$ cat src/rtl/bsh_pkg.sv
package bsh_pkg;

    // Operation codes; bit 0 picks direction, bit 1 picks wrap-around
    typedef enum logic [1:0] {
        BSH_SRL = 2'b00,
        BSH_SLL = 2'b01,
        BSH_ROR = 2'b10,
        BSH_ROL = 2'b11
    } bsh_op_e;

    // Control word that steers the shared right-moving core
    typedef struct packed {
        logic mirror;   // reverse bit order around the core
        logic wrap;     // feed low-end bits back into the high end
    } bsh_ctrl_t;

    function automatic bsh_ctrl_t bsh_decode(bsh_op_e op);
        bsh_ctrl_t c;
        case (op)
            BSH_SRL: begin c.mirror = 1'b0; c.wrap = 1'b0; end
            BSH_SLL: begin c.mirror = 1'b1; c.wrap = 1'b0; end
            BSH_ROR: begin c.mirror = 1'b0; c.wrap = 1'b1; end
            default: begin c.mirror = 1'b1; c.wrap = 1'b1; end
        endcase
        return c;
    endfunction

endpackage

$ cat src/rtl/bsh_mirror.sv
// Optionally reverses the bit order of a word.
module bsh_mirror #(
    parameter int WIDTH = 8
) (
    input  logic             en_i,
    input  logic [WIDTH-1:0] d_i,
    output logic [WIDTH-1:0] q_o
);
    logic [WIDTH-1:0] flipped;

    for (genvar b = 0; b < WIDTH; b++) begin : g_bit
        assign flipped[b] = d_i[WIDTH-1-b];
    end

    assign q_o = en_i ? flipped : d_i;
endmodule

$ cat src/rtl/bsh_stage.sv
// One 2:1 mux rank: moves the word STEP places toward bit 0 when enabled.
module bsh_stage #(
    parameter int WIDTH = 8,
    parameter int STEP  = 1
) (
    input  logic             en_i,
    input  logic             wrap_i,
    input  logic [WIDTH-1:0] d_i,
    output logic [WIDTH-1:0] q_o
);
    logic [WIDTH-1:0] moved;

    for (genvar b = 0; b < WIDTH; b++) begin : g_bit
        if (b + STEP < WIDTH) begin : g_inside
            assign moved[b] = d_i[b+STEP];
        end else begin : g_edge
            assign moved[b] = wrap_i & d_i[b+STEP-WIDTH];
        end
    end

    assign q_o = en_i ? moved : d_i;
endmodule

$ cat src/rtl/bsh_core.sv
// Log-depth right-only core: stage s steps by 2^s under count bit s.
module bsh_core #(
    parameter  int WIDTH = 8,
    localparam int AMT_W = $clog2(WIDTH)
) (
    input  logic [WIDTH-1:0] d_i,
    input  logic [AMT_W-1:0] amt_i,
    input  logic             wrap_i,
    output logic [WIDTH-1:0] q_o
);
    logic [WIDTH-1:0] lvl [AMT_W+1];

    assign lvl[0] = d_i;

    for (genvar s = 0; s < AMT_W; s++) begin : g_stage
        bsh_stage #(
            .WIDTH (WIDTH),
            .STEP  (1 << s)
        ) u_stage (
            .en_i   (amt_i[s]),
            .wrap_i (wrap_i),
            .d_i    (lvl[s]),
            .q_o    (lvl[s+1])
        );
    end

    assign q_o = lvl[AMT_W];
endmodule

$ cat src/rtl/bsh_barrel.sv
// Four-operation shifter built around a single right-moving core.
module bsh_barrel
    import bsh_pkg::*;
#(
    parameter  int WIDTH = 8,
    localparam int AMT_W = $clog2(WIDTH)
) (
    input  logic [WIDTH-1:0] data_i,
    input  logic [AMT_W-1:0] amt_i,
    input  logic [1:0]       op_i,
    output logic [WIDTH-1:0] result_o
);
    bsh_ctrl_t        ctrl;
    logic [WIDTH-1:0] core_in;
    logic [WIDTH-1:0] core_out;

    assign ctrl = bsh_decode(bsh_op_e'(op_i));

    bsh_mirror #(.WIDTH(WIDTH)) u_pre (
        .en_i (ctrl.mirror),
        .d_i  (data_i),
        .q_o  (core_in)
    );

    bsh_core #(.WIDTH(WIDTH)) u_core (
        .d_i    (core_in),
        .amt_i  (amt_i),
        .wrap_i (ctrl.wrap),
        .q_o    (core_out)
    );

    bsh_mirror #(.WIDTH(WIDTH)) u_post (
        .en_i (ctrl.mirror),
        .d_i  (core_out),
        .q_o  (result_o)
    );
endmodule

$ cat config.mk
export PLATFORM = sky130hd
export DESIGN_NAME = bsh_barrel
export DESIGN_NICKNAME = d
export VERILOG_FILES = /design/src/rtl/bsh_pkg.sv /design/src/rtl/bsh_mirror.sv /design/src/rtl/bsh_stage.sv /design/src/rtl/bsh_core.sv /design/src/rtl/bsh_barrel.sv
export SDC_FILE = /design/constraint.sdc
export NUM_CORES = 1
export LEC_CHECK = 0
export BUFFER_PORTS_ARGS = -buffer_cell sky130_fd_sc_hd__buf_2
export CORE_MARGIN = 2
export CORE_UTILIZATION = 45
export DETAILED_ROUTE_END_ITERATION = 12
export PLACE_DENSITY = 0.73
export SETUP_SLACK_MARGIN = 0.1
export SLEW_MARGIN = 20
export SYNTH_ARGS = -nofsm -noshare
export SYNTH_HDL_FRONTEND = slang
export SYNTH_SLANG_ARGS = --single-unit
export TNS_END_PERCENT = 30
$ cat constraint.sdc
create_clock -name vclk -period 2.7
set_input_delay 0.405 -clock vclk [all_inputs]
set_output_delay 0.405 -clock vclk [all_outputs]
set_load 0.01 [all_outputs]
==> results of run 1 <==
-- cells in the final DEF (no fill, tap or decap), types with 2 or more instances in the layout --
cell / n
a211oi_1: 2
a22o_1: 3
a22oi_1: 3
a31oi_1: 6
and2_1: 2
and3_1: 2
buf_2: 19
buf_4: 3
inv_1: 4
mux2i_1: 6
mux4_1: 5
mux4_2: 5
nand2_1: 2
nand2b_1: 2
nor2_1: 3
nor2b_1: 2
nor3_1: 2
o21ai_0: 2
-- worst max-delay path, stage by stage --
cell      delay, ns
buf_4          0.16
mux4_2         0.50
mux2_4         0.30
a222oi_1       0.43
mux2i_1        0.12
buf_2          0.16
-- stage by stage --
step                total power [mW]  hold WS, ns  std cells  setup WS, ns
detailed placement             0.146         1.42         95         0.146
global route                   0.161         1.43         95         0.104
finish                         0.147         1.39         95         0.215
CTS                            0.146         1.42         95         0.154
floorplan                      0.102         1.10         62         0.464
global placement               0.143         1.42         95         0.170
-- logic make-up after synthesis --
group                     Yosys count  share of synthesized area, %
xor gates and xnor gates            1                          1.46
AOI/OAI and AO/OA                  20                          24.2
buffers and inverters               8                          6.67
muxes                              17                          53.1
and+or+nand+nor                    16                          14.6
-- metal layers --
layer | vias to the layer above | share of wire (%) | track usage, %
li1 | 304 | - | -
met1 | 293 | 41 | 22.5
met2 | 30 | 52 | 39.7
met3 | 2 | 5.5 | 1.11
met4 | 0 | 1.1 | 5.83
met5 | - | 0 | 0
-- cell usage after synthesis (all sizes together) (3+ instances only) --
library cell,n
a22o,3
a22oi,3
a31oi,6
buf,3
inv,4
mux2i,6
mux4,10
nor2,3
-- power groups by stage --
stage,logic (mW),clock network [mW],registers (mW)
floorplan,0.102,0,0
global placement,0.143,0,0
detailed placement,0.146,0,0
CTS,0.146,0,0
global route,0.161,0,0
finish,0.147,0,0
-- cell type report --
cell class	instances	area, sq um	area share [%]
inverter	4	15.0	2.11
multi-input combinational	54	561	78.7
tap	15	18.8	2.64
timing repair buffer	22	118	16.5
-- worst min path at each step --
stage	from	end	slack (ns)	cells past startpoint
detailed placement	amt_i[2]	result_o[4]	1.42	5
global route	op_i[0]	result_o[0]	1.43	4
global placement	amt_i[2]	result_o[3]	1.42	5
CTS	amt_i[2]	result_o[4]	1.42	5
finish	amt_i[1]	result_o[6]	1.39	4
floorplan	amt_i[2]	result_o[3]	1.10	3
==> results by group, run 1 <==
Power and ir drop
  • Seq pwr share: 0%
  • P_int: roughly 74 uW
  • P_leak: 0.323 nW
  • PwrDens: roughly 210 mW/mm^2
  • Clock network power share: 0%
  • Switching share of power: between 50% and 60%
  • Max VDD drop: 0.0941 mV
  • Comb pwr share: between 90% and 100%
  • Switching power: 73.7 uW

Setup path
  • Crit start category: input pin
  • Worst setup EP type: output port
  • Required @ worst endpoint: about 2.3 ns
  • Crit-path max FO: 14
  • Crit. Startpoint: amt_i[1]
  • Setup CP Type: in -> out
  • Worst setup endpoint: result_o[1]
  • WP data arrival: between 2 and 2.5 ns

Synthesis
  • Library cells used by synthesis: 26
  • Post-synthesis instance total: 62
  • Sequential element share of the synthesized area: 0%
  • Syn Area/Cell: a little under 10 sq um
  • Synth area leader: mux4_1
  • Post-synth top area share: between 20% and 30%
  • Synth top area cells: mux4_1 22%, mux4_2 19%, mux2i_1 10%
  • Synthesized Nets: 75
  • Post-Syn Area: ~600 sq um
  • Ys Warns: 0

Die
  • DIE WIDTH: roughly 41 microns
  • Initial Util: approximately 47%
  • I/O pin count: 21
  • Die height: 40.5 microns
  • Die area: approximately 0.0016 sq mm
  • Row cnt: 13
  • Core footprint: roughly 0.0013 sq mm

STA
  • RSZ-0062 raised after global routing: false
  • FMAX: a little over 400 MHz
  • Fin. max-slew vios: 0
  • Tcrit/Tclk final: about 92%
  • Setup TNS: 0 ns
  • Final hold vios: 0
  • Relative slew slack: approximately three quarters
  • # setup viols final: 0
  • Final min period: between 2 and 2.5 ns
  • Slew at the pin with the worst max-slew slack: 0.397 ns

Route
  • Vias/cell: roughly 6.6
  • Detailed Route WL: approximately 1.4 mm
  • ANT nets after route: 0
  • Routed length per instance: around 15 microns
  • # DRC: 0
  • Via count: around 630
  • Detailed Route Iter0 Violations: 10
  • DR pass1 iterations: 4

Clock network
  • Hold_buf cts: 0
  • Post-cts sizing count: 0
  • Setup bufs post-CTS: 0

Global route
  • First-pass GRT wire length: 2.25 mm
  • Vias in the first global route: around 520
  • Largest net degree at the start of global routing: 15
  • Remaining global-route overflow: 0
  • Initial antenna violation count: 0
  • GR Util All Layers: between 20% and 30%

Job
  • Max Cap Violations: 0

Layout
  • Post-route cell area: 712 sq um
  • Clkbuf count: 0
  • Seq. cell area: 0 sq um
  • Number of inserted diodes: 0
  • Seq_cells: 0
  • Fillers: between 100 and 150
  • Synth-to-Final Area Change: 18.5%
  • Post-layout util: 56.1%
  • Layout cell share with drive strength beyond 1: between 30% and 40%
  • Total Nets Final: 95

Place
  • Port bufs: 21
  • Placed cell areas: 707 sq um
  • Post-DP HPWL: 1.23 mm
  • Routability cong.: ~0.86

Worst hold path
  • Tightest Hold Check Type: in -> out

Status
  • Status: finished, final reports clean
No activity file was read; power rests on OpenSTA's default activity.
==> inputs of run 2 (changes only) <==
Settings changed: BUFFER_PORTS_ARGS -buffer_cell sky130_fd_sc_hd__buf_2 to default, DONT_BUFFER_PORTS from default to 1, PLACE_DENSITY 0.73 to default.
==> run 2 against run 1 <==
Wire length is 2.4% lower. Highest routed layer is now met3. Design area shrank 17%. Non-clock buffer count fell by 22. Sequential share of layout area unchanged. Critical path depth is 2 lower. Largest cell class unchanged. Maximum frequency increased by 16%. Combinational power down 28%. Die area unchanged. Total power is 28% lower. Via count down 13%.
==> results by group, run 2 (same netlist as run 1, synthesis figures left out) <==
Layout
  • Seq_cells: 0
  • Seq. cell area: 0 sq um
  • Synth-to-Final Area Change: -1.04%
  • Layout cell share with drive strength beyond 1: roughly 10%
  • Commonest non-fill, non-tap cells in the layout: 6 x mux2i_1, 6 x a31oi_1, 5 x mux4_2, 5 x mux4_1, 4 x inv_1
  • Clkbuf count: 0
  • Fillers: roughly 120
  • Number of inserted diodes: 0
  • Total Nets Final: between 70 and 80
  • Post-layout util: a little under half

Power and ir drop
  • PwrDens: ~180 mW/mm^2
  • Max VDD drop: about 0.075 mV
  • P_leak: roughly 0.23 nW

Place
  • Port bufs: 0
  • Routability cong.: approximately 0.82
  • Post-DP HPWL: 1.14 mm

Route
  • Routed length per instance: 19.2 microns
  • Vias/cell: between 7 and 8
  • Detailed Route WL: 1.41 mm
  • Via count: between 500 and 600
  • Detailed Route Iter0 Violations: 7
  • # DRC: 0
  • ANT nets after route: 0
  • DR pass1 iterations: 4

Global route
  • GR Util All Layers: 19.9%
  • First-pass GRT wire length: 2.23 mm
  • Largest net degree at the start of global routing: 20
  • Vias in the first global route: 514
  • Remaining global-route overflow: 0
  • Initial antenna violation count: 0

STA
  • Tcrit/Tclk final: a little under 80%
  • Setup TNS: 0 ns
  • Relative slew slack: about 77%
  • FMAX: around 470 MHz
  • # setup viols final: 0
  • Final min period: around 2.1 ns
  • Slew at the pin with the worst max-slew slack: about 0.35 ns
  • Fin. max-slew vios: 0
  • Final hold vios: 0
  • Min Hold Slack: roughly 0.9 ns
  • RSZ-0062 raised after global routing: false

Setup path
  • Crit start category: input pin
  • Crit-path max FO: 14
  • Setup CP Type: in -> out
  • WP data arrival: around 1.7 ns
  • Worst setup EP type: output port
  • Required @ worst endpoint: 2.30 ns

Clock network
  • Hold_buf cts: 0
  • Post-cts sizing count: 0
  • Setup bufs post-CTS: 0

Die
  • DIE WIDTH: a little over 40 microns
  • Die area: 0.00164 sq mm
  • Row cnt: 13
  • Initial Util: a little under half
  • Core footprint: 0.00127 sq mm
  • I/O pin count: 21
  • Die height: approximately 40 microns

Worst hold path
  • Cells on Worst Hold Path: 1
  • Hold EP: result_o[6]
  • Hold Startpoint: op_i[0]
  • Tightest Hold Check Type: in -> out

Job
  • Max Cap Violations: 0

Status
  • Status: finished, final reports clean
[run 2: critical path, cell delays in order]
cell and delay, ns:
mux4_2 0.46, mux2_4 0.29, a222oi_1 0.38, mux2i_1 0.20
[run 2: cell type report]
cell class / count / area, sq um / share of cell area [%]
inverters: 4 / 15.0 / 2.53
well taps: 15 / 18.8 / 3.16
multi-input cells: 54 / 561 / 94.3
[run 2: worst max-delay path by stage]
stage / slack (ns) / endpoint / start / cells past startpoint
global route: 0.47 / result_o[6] / op_i[0] / 4
floorplan: 0.46 / result_o[1] / op_i[0] / 6
CTS: 0.56 / result_o[6] / amt_i[1] / 4
finish: 0.56 / result_o[6] / amt_i[1] / 4
global placement: 0.57 / result_o[1] / amt_i[1] / 4
detailed placement: 0.56 / result_o[6] / amt_i[1] / 4
[run 2: where the power goes]
group          internal [mW]  leakage [nW]  total [mW]  switching [mW]
Clock                      0             0           0               0
Sequential                 0             0           0               0
Combinational         0.0554         0.232       0.106          0.0504
[run 2: stage by stage]
stage,instance area (sq um),power (mW),setup slack [ns],std cells
detailed placement,594,0.106,0.559,73
floorplan,601,0.102,0.464,62
global route,594,0.115,0.473,73
global placement,594,0.105,0.566,73
CTS,594,0.106,0.559,73
finish,594,0.106,0.556,73
[run 2: per-layer routing]
metal	global-route usage (%)	vias up	wire [microns]
met2	40.1	23	743
li1	-	260	-
met5	0	-	0
met3	3.33	0	100
met4	1.67	0	0
met1	21.9	264	561
